`config.mk`:
```
export PLATFORM = sky130hd
export DESIGN_NAME = dual_ptr_unit
export DESIGN_NICKNAME = d
export VERILOG_FILES = /design/src/rtl/dptr_pkg.sv /design/src/rtl/dptr_reg.sv /design/src/rtl/dptr_sel.sv /design/src/rtl/dptr_rdmux.sv /design/src/rtl/dual_ptr_unit.sv
export SDC_FILE = /design/constraint.sdc
export NUM_CORES = 1
export LEC_CHECK = 0
export ABC_AREA = 1
export BUFFER_PORTS_ARGS = -buffer_cell sky130_fd_sc_hd__buf_2
export CORE_MARGIN = 3
export CORE_UTILIZATION = 40
export CTS_CLUSTER_DIAMETER = 40
export DETAILED_ROUTE_END_ITERATION = 8
export SLEW_MARGIN = 20
export SYNTH_ARGS = -nofsm -noshare
export SYNTH_HDL_FRONTEND = slang
export SYNTH_HIERARCHICAL = 1
export SYNTH_SLANG_ARGS = --single-unit
```
`constraint.sdc`:
```
create_clock -name clk -period 2 [get_ports clk]
set_input_delay 0 -clock clk [delete_from_list [all_inputs] [get_ports clk]]
set_output_delay 0 -clock clk [all_outputs]
set_load 0.02 [all_outputs]
```
`src/rtl/dptr_pkg.sv`:
```
package dptr_pkg;
  localparam int PTR_W     = 16;
  localparam int NUM_PTR   = 2;
  localparam int NB        = PTR_W / 8;
  localparam logic [7:0] BASE_ADDR = 8'h82;
  localparam logic [7:0] SEL_ADDR  = 8'h86;
endpackage

```
`src/rtl/dptr_reg.sv`:
```
module dptr_reg
  import dptr_pkg::*;
(
  input  logic             clk,
  input  logic             rst_n,
  input  logic [NB-1:0]    byte_we,
  input  logic [7:0]       wdata,
  input  logic             load_en,
  input  logic [PTR_W-1:0] load_val,
  input  logic             inc_en,
  output logic [PTR_W-1:0] ptr_q
);
  logic [PTR_W-1:0] ptr_d;
  logic             ptr_en;

  assign ptr_en = (|byte_we) | load_en | inc_en;

  always_comb begin
    ptr_d = ptr_q;
    if (|byte_we) begin
      for (int b = 0; b < NB; b++)
        if (byte_we[b]) ptr_d[b*8 +: 8] = wdata;
    end else if (load_en) begin
      ptr_d = load_val;
    end else if (inc_en) begin
      ptr_d = ptr_q + PTR_W'(1);
    end
  end

  always_ff @(posedge clk or negedge rst_n) begin
    if (!rst_n)      ptr_q <= '0;
    else if (ptr_en) ptr_q <= ptr_d;
  end

  // increment alone steps by one, wrapping at the top
  a_r6_inc_step: assert property (@(posedge clk) disable iff (!rst_n)
    (inc_en && !load_en && byte_we == '0) |=> ptr_q == $past(ptr_q) + PTR_W'(1));
  // load beats increment
  a_r9_load_wins: assert property (@(posedge clk) disable iff (!rst_n)
    (load_en && byte_we == '0) |=> ptr_q == $past(load_val));
  // byte write keeps the unwritten byte untouched
  a_r8_low_write_keeps_high: assert property (@(posedge clk) disable iff (!rst_n)
    (byte_we == NB'(1)) |=> ptr_q[PTR_W-1:8] == $past(ptr_q[PTR_W-1:8]));
  // with no action the pointer holds
  a_r5_idle_hold: assert property (@(posedge clk) disable iff (!rst_n)
    (!load_en && !inc_en && byte_we == '0) |=> $stable(ptr_q));
endmodule

```
`src/rtl/dptr_sel.sv`:
```
module dptr_sel (
  input  logic clk,
  input  logic rst_n,
  input  logic wr_en,
  input  logic wr_bit,
  input  logic flip_en,
  output logic sel_q
);
  logic sel_d;
  logic sel_en;

  assign sel_en = wr_en | flip_en;

  always_comb begin
    sel_d = sel_q;
    if (wr_en)        sel_d = wr_bit;
    else if (flip_en) sel_d = ~sel_q;
  end

  always_ff @(posedge clk or negedge rst_n) begin
    if (!rst_n)      sel_q <= 1'b0;
    else if (sel_en) sel_q <= sel_d;
  end

  // strobe alone flips the select bit
  a_r7_flip: assert property (@(posedge clk) disable iff (!rst_n)
    (flip_en && !wr_en) |=> sel_q != $past(sel_q));
  // register write wins over strobe
  a_r7_write_wins: assert property (@(posedge clk) disable iff (!rst_n)
    wr_en |=> sel_q == $past(wr_bit));
endmodule

```
`src/rtl/dptr_rdmux.sv`:
```
module dptr_rdmux
  import dptr_pkg::*;
(
  input  logic [7:0]                    addr,
  input  logic [NUM_PTR-1:0][PTR_W-1:0] ptrs,
  input  logic                          sel,
  output logic [7:0]                    rdata
);
  always_comb begin
    rdata = 8'h00;
    for (int i = 0; i < NUM_PTR; i++)
      for (int b = 0; b < NB; b++)
        if (addr == 8'(int'(BASE_ADDR) + i*NB + b)) rdata = ptrs[i][b*8 +: 8];
    if (addr == SEL_ADDR) rdata = {7'b0, sel};
  end

  // upper select bits always read zero
  always_comb begin
    if (addr == SEL_ADDR)
      a_r3_upper_zero: assert (rdata[7:1] == 7'b0);
  end
endmodule

```
`src/rtl/dual_ptr_unit.sv`:
```
module dual_ptr_unit
  import dptr_pkg::*;
(
  input  logic        clk,
  input  logic        rst_n,
  input  logic [7:0]  reg_addr,
  input  logic        reg_wr_en,
  input  logic [7:0]  reg_wr_data,
  output logic [7:0]  reg_rd_data,
  output logic [15:0] ptr_addr,
  input  logic        ptr_load_en,
  input  logic [15:0] ptr_load_val,
  input  logic        ptr_inc_en,
  input  logic        sel_inc_en
);
  logic [1:0] rst_sync_q;
  logic       rst_n_s;

  always_ff @(posedge clk or negedge rst_n) begin
    if (!rst_n) rst_sync_q <= 2'b00;
    else        rst_sync_q <= {rst_sync_q[0], 1'b1};
  end
  assign rst_n_s = rst_sync_q[1];

  logic                          sel_q;
  logic [NUM_PTR-1:0][PTR_W-1:0] ptrs;
  logic                          sel_wr;

  assign sel_wr = reg_wr_en && (reg_addr == SEL_ADDR);

  dptr_sel u_sel (
    .clk     (clk),
    .rst_n   (rst_n_s),
    .wr_en   (sel_wr),
    .wr_bit  (reg_wr_data[0]),
    .flip_en (sel_inc_en),
    .sel_q   (sel_q)
  );

  for (genvar i = 0; i < NUM_PTR; i++) begin : g_ptr
    logic [NB-1:0] byte_we;
    logic          active;
    for (genvar b = 0; b < NB; b++) begin : g_byte
      assign byte_we[b] = reg_wr_en && (reg_addr == 8'(int'(BASE_ADDR) + i*NB + b));
    end
    assign active = (sel_q == 1'(i));

    dptr_reg u_ptr (
      .clk      (clk),
      .rst_n    (rst_n_s),
      .byte_we  (byte_we),
      .wdata    (reg_wr_data),
      .load_en  (ptr_load_en && active),
      .load_val (ptr_load_val),
      .inc_en   (ptr_inc_en && active),
      .ptr_q    (ptrs[i])
    );
  end

  assign ptr_addr = ptrs[sel_q];

  dptr_rdmux u_rd (
    .addr  (reg_addr),
    .ptrs  (ptrs),
    .sel   (sel_q),
    .rdata (reg_rd_data)
  );

  // a datapath action with pointer 0 selected never touches pointer 1
  a_r5_other_untouched: assert property (@(posedge clk) disable iff (!rst_n_s)
    (!sel_q && !reg_wr_en) |=> ptrs[1] == $past(ptrs[1]));
  // address output follows select bit to pointer 1
  a_r4_addr_follows: assert property (@(posedge clk) disable iff (!rst_n_s)
    (sel_q && !reg_wr_en && !ptr_load_en && !ptr_inc_en && !sel_inc_en) |=> ptr_addr == $past(ptrs[1]));
endmodule

```
==> results of run 1 <==
cell usage after synthesis:
| master | n |
|---|---|
| inv_2 | 7 |
| a21oi_4 | 2 |
| nand3_2 | 3 |
| nand2_1 | 112 |
| a21oi_1 | 44 |
| nand4_1 | 11 |
| o21ai_1 | 5 |
| nand3_1 | 56 |
| o21ai_2 | 12 |
| xnor2_1 | 2 |
| buf_12 | 1 |
| ha_1 | 2 |
| buf_4 | 4 |
| inv_1 | 83 |
| xor2_1 | 4 |
| o21ai_0 | 32 |
| a21oi_2 | 2 |
| nor2_4 | 7 |
| buf_2 | 6 |
| dfrtp_1 | 35 |
| nor2_8 | 1 |
| nor2_1 | 159 |
| conb_1 | 1 |
| nand2_2 | 15 |
| clkinv_1 | 2 |
| a22oi_1 | 4 |
| nor2_2 | 5 |
| buf_6 | 8 |
layer usage:
metal / up-vias / track usage (%) / part of all wire [%]
li1: 2083 / - / -
met1: 1864 / 36.78 / 47
met2: 202 / 37.18 / 42
met3: 31 / 3.754 / 7.5
met4: 0 / 10.19 / 3.3
met5: - / 0 / 0
path summary, 6_finish.rpt:
kind,to,start,slack [ns],cells past startpoint
max,g_ptr[0].u_ptr/ptr_q[7],u_sel/sel_q,0.29,7
min,rst_sync_q[1],rst_n,0.02,2
max reg2reg,g_ptr[0].u_ptr/ptr_q[7],u_sel/sel_q,0.29,7
min reg2reg,g_ptr[1].u_ptr/ptr_q[14],rst_sync_q[1],0.28,1
max in group asynchronous,g_ptr[0].u_ptr/ptr_q[14],rst_sync_q[1],1.38,1
min in group clk,g_ptr[1].u_ptr/ptr_q[1],ptr_load_val[1],0.07,3
layout make-up:
type                       instances  area [µm²]
tap                              108       135.1
inverter                          92       345.3
clock buffer                       6       82.58
multi-input combinational        479        2292
fill                             956        4727
clock inverter                     1       5.005
timing repair buffer              71       385.4
sequential                        35       875.8
per-stage QoR:
stage	area, µm²	instances
floorplan	3684	625
global placement	4014	783
detailed placement	4014	783
CTS	4121	792
global route	4121	792
finish	4121	792
report_power, final:
group | switching [mW] | leakage, nW | internal, mW
registers | 0.685 | 0.379 | 0.983
logic | 1.53 | 1.88 | 0.849
clock network | 0.275 | 0.0470 | 0.271
logic make-up (layout without fill, tap and decap cells):
group | after synthesis | after routing
xor gates and xnor gates | 6 | 6
DFF | 35 | 35
buffers and inverters | 111 | 170
and+or+nand+nor | 369 | 369
AOI/OAI and AO/OA | 101 | 101
adders and majority gates | 2 | 2
other | 1 | 1
worst max-delay path: cells and delay by family (launching register included):
family | cells | cell delay [ns]
compound gates | 2 | 0.15
buf+inv | 2 | 0.57
flops | 1 | 0.42
simple gates | 3 | 0.45
repair_timing:
item / in CTS / in global routing
endpoints found under the hold margin: 3 / 0
hold buffers: 2 / 0
setup endpoints to repair: 0 / 0
gates resized for setup: 0 / 0
setup buffers: 0 / 0
sequential cells by signal, summed over array words and instances, names as in the netlist:
signal and count:
g_ptr.u_ptr/ptr_q 32, rst_sync_q 2, u_sel/sel_q 1
placed cells by master (no fill, tap or decap), types with 5 or more instances in the layout:
cell type,count
nor2_1,159
nand2_1,112
inv_1,83
buf_2,61
nand3_1,56
a21oi_1,44
dfrtp_1,35
o21ai_0,32
nand2_2,15
o21ai_2,12
nand4_1,11
buf_4,8
nor2_4,7
inv_2,7
clkbuf_8,6
nor2_2,5
o21ai_1,5
==> flow_summary.ini, run 1 <==
[outcome]
status = completed

[logic_synthesis]
synth-simple-area-share_pct = 43.99
synth_nets = 665
ys_seq_elements = 35
yosys-mux-area-fraction_pct = 0
synth_top_family_by_area = simple AND/OR/NAND/NOR gates
yosysTopAreaCell = dfrtp_1
synth_compound_area_share_pct = 16.03
synthTopCellsByArea = dfrtp_1, nor2_1, nand2_1, inv_1, nand3_1
syn_inst = 625
synth.yosys.seq_area_share_pct = 23.78
netlist_area_um2 = 3684
yosys.area.top_type_share_pct = 23.78
ys.warnings.count = 6
synth.avg_cell_area_um2 = 5.894
synthAdderAreaFrac_pct = 0.6793
synth_cell_type_count = 28
synth_xor_area_share_pct = 1.427

[run]
drv_cap = 0

[timing]
min_period_over_period_pct = 85.26
slew_viol_final = 0
hold_viol = 0
hold_ws_ns = 0.01915
skew_ns = 0.007719
fin_crit_ns = 1.705
worst_slack_ns = 0.2948
max_clock_freq_mhz = 586.5
rsz0062_at_grt = false
tns_ns = 0
setup_viol = 0

[min_path]
hold_path.class = input port to async pin

[route]
finalWirelength_um = 12620
wire_per_inst_um = 15.93
firstDrtPassIters = 5
drc = 0
post_drt_via_cell_ratio = 5.278
first_iter_violations = 349
ant_nets = 0
vias = 4180

[global_routing]
grt_usage_pct = 25.21
grt_pass1_vias = 3750
grt_pass1_wl_um = 20120
grt_overflow_total = 0
grt_max_degree = 36
antenna_found_initial = 0

[setup_path]
slowest_stage = dfrtp_1
cp_max_fo = 16
path_cells = nor2_1, inv_1, buf_4, nor2_1, nor2_1, o21ai_0, a21oi_1
worstPathArrival_ns = 1.89
cp-start-kind = register
criticalPathCategory = register to register
slowest_delay_ns = 0.42
crit_required_ns = 2.18
critPathMostFrequentCell = nor2_1
endpoint_kind = register

[power_and_ir_drop]
power_density_nw_per_um2 = 1114
power_mw = 4.592
p_leak_nw = 2.303
ir_drop_mv = 0.6246

[clock_tree]
clk_path_buf_depth = 2
cts_tree = done
clk_latency_ns = 0.29
cts-root-buf = clkbuf_8
htree_levels = 2
clock-sinks = 35
clk_pin_slew_ns = 0.08
cts_made_buffers = 5

[floorplanning]
die_w_um = 102.0
die_area_um2 = 10400
core_um2 = 8848
io_pins = 62
rows = 34
die_h_um = 102.0
initial_core_util_pct = 41.63

[place]
portBuffers = 61
dp_hpwl_um = 9546
dp_slack_ns = 0.3230
place.gp.congestion = 0.9071

[final_layout]
diodes = 0
layout-drive-gt1-share_pct = 19.01
layout-area-overhead-vs-synth_pct = 11.89
fin_nets = 724
utilization_pct = 46.58
No activity file was read; power rests on OpenSTA's default activity.
==> run 2: changes to the inputs <==
CORE_UTILIZATION = 55   (was 40)
PLACE_DENSITY = 0.78   (was unset)
==> run 2 against run 1 <==
Compared with the run above: routed wire length decreased by 6.1%; sequential share of layout area unchanged; global-route usage increased by 6.4 points; worst hold slack improved by 0.013 ns; via count increased by 2.6%; clock-buffer cell count increased by 1.
==> flow_summary.ini, run 2 (synthesis results as in run 1) <==
[timing]
min_period_over_period_pct = 84.55
tightest_slew_ns = 0.6105
tns_ns = 0
skew_ns = 0.002162
fin_crit_ns = 1.691
setup_viol = 0
hold_viol = 0
rsz0062_at_grt = false
relSlewSlack_pct = 59.30
max_clock_freq_mhz = 591.4
slew_viol_final = 0

[setup_path]
worst_r2r_endpoint = g_ptr[0].u_ptr/ptr_q[5]
worstSetupStartpoint = u_sel/sel_q
reg2reg_depth = 7
endpoint_kind = register
crit_required_ns = 2.17
cp_max_fo = 19
slowest_stage = dfrtp_1
worstPathArrival_ns = 1.86
cp-start-kind = register
criticalPathCategory = register to register
timing.rr.start = u_sel/sel_q
critPathMostFrequentCell = nor2_1
r2r_slack_ns = 0.31
path_cells = nor2_1, inv_1, buf_12, nor2_1, nor2_1, a21oi_1, o21ai_1
slowest_delay_ns = 0.39

[clock_tree]
cts_made_buffers = 5
clk_pin_slew_ns = 0.07
ctsResizeCount = 0
postCtsSetupBuffers = 0
clk_latency_ns = 0.29
cts_tree = done
clock-sinks = 35
cts-root-buf = clkbuf_8
htree_levels = 2
clk_path_buf_depth = 2

[final_layout]
layout-area-overhead-vs-synth_pct = 11.89
nFillCells = 671
layout-drive-gt1-share_pct = 18.95
layout_common_cells = nor2_1, nand2_1, inv_1
largest_register_ffs = 32
largest_registers = g_ptr.u_ptr/ptr_q: 32 flops, rst_sync_q: 2 flops, u_sel/sel_q: 1 flops
diodes = 0
fin_nets = 725
layout_commonest_cell = nor2_1
largest-register = g_ptr.u_ptr/ptr_q

[global_routing]
antenna_found_initial = 0
grt_pass1_vias = 3813
grt_usage_pct = 31.63
grt_pass1_wl_um = 18840
grt_overflow_total = 0
grt_max_degree = 29

[route]
vias = 4287
wire_per_inst_um = 15.53
ant_nets = 0
post_drt_via_cell_ratio = 5.619
firstDrtPassIters = 6
drc = 0
finalWirelength_um = 11850
first_iter_violations = 433

[floorplanning]
io_pins = 62
core_um2 = 6422
die_h_um = 87.84
die_w_um = 87.84
initial_core_util_pct = 57.35
die_area_um2 = 7715
rows = 29

[power_and_ir_drop]
p_leak_nw = 2.318
power_density_nw_per_um2 = 1110
clock_power_share_pct = 11.3
power_frac_comb_pct = 52.5
p_int_mw = 2.098
ir_drop_mv = 0.6891
swShare_pct = 54.14
sequentialPowerShare_pct = 36.2
power_mw = 4.574
switching_power_mw = 2.476

[place]
dp_hpwl_um = 8948
portBuffers = 61
place.gp.congestion = 0.9279

[run]
drv_cap = 0

[outcome]
status = completed

[min_path]
hold_path.class = input port to async pin
[run 2: cell types whose count changed in the layout (fill, tap and decap cells not counted), sizes merged]
cell and change:
buf +1, clkbuf +1
[run 2: routing by layer]
| metal | up-vias | track usage [%] | share of wire (%) |
|---|---|---|---|
| met3 | 39 | 3.857 | 8.1 |
| met1 | 1922 | 44.17 | 44 |
| met2 | 235 | 50.21 | 44 |
| met4 | 0 | 11.58 | 3.5 |
| li1 | 2091 | - | - |
| met5 | - | 0 | 0 |
[run 2: how the worst max path moves through the flow]
stage / to / slack [ns] / depth (start not counted)
after detailed placement: g_ptr[0].u_ptr/ptr_q[14] / 0.33 / 12
final: g_ptr[0].u_ptr/ptr_q[5] / 0.31 / 7
after global routing: g_ptr[0].u_ptr/ptr_q[6] / 0.20 / 7
after CTS: g_ptr[0].u_ptr/ptr_q[5] / 0.33 / 7
after global placement: g_ptr[0].u_ptr/ptr_q[14] / 0.38 / 12
after floorplan: g_ptr[0].u_ptr/ptr_q[0] / 0.33 / 9
[run 2: layout make-up]
| class | instances | area, µm² | area share [%] |
|---|---|---|---|
| timing repair buffer | 72 | 430.4 | 10.44 |
| tap | 77 | 96.34 | 2.338 |
| sequential | 35 | 875.8 | 21.25 |
| multi-input combinational | 479 | 2292 | 55.62 |
| clock buffer | 7 | 76.32 | 1.852 |
| inverter | 92 | 345.3 | 8.379 |
| clock inverter | 1 | 5.005 | 0.1214 |
[run 2: timing repair]
item,in CTS,in global routing
setup endpoints to repair,0,0
hold buffers,2,0
endpoints found under the hold margin,3,0
[run 2: power by group through the flow]
stage               logic [mW]  registers (mW)  clock network (mW)
finish                    2.40            1.66               0.516
global route              2.73            1.70               0.547
CTS                       2.39            1.64               0.523
detailed placement        2.38            1.64                   0
global placement          2.32            1.63                   0
floorplan                 1.89            1.39                   0
[run 2: through the flow]
step / area (µm²) / worst slack (ns) / hold WS (ns) / utilization [%] / cells
4_1_cts: 4121 / 0.3337 / 0.03260 / 64.17 / 763
2_1_floorplan: 3684 / 0.3287 / -0.2956 / - / 625
3_3_place_gp: 4020 / 0.3772 / -0.2136 / 62.60 / 753
3_5_place_dp: 4020 / 0.3318 / -0.2120 / 62.60 / 753
6_report: 4121 / 0.3090 / 0.03224 / 64.17 / 763
5_1_grt: 4121 / 0.1962 / 0.03751 / 64.17 / 763
[run 2: worst max-delay path, delay by kind of cell, from the launching register on]
family	cells	cell delay (ns)
AO/OA/AOI/OAI	2	0.23
buffers and inverters	2	0.51
flip-flops	1	0.39
AND/OR/NAND/NOR	3	0.44
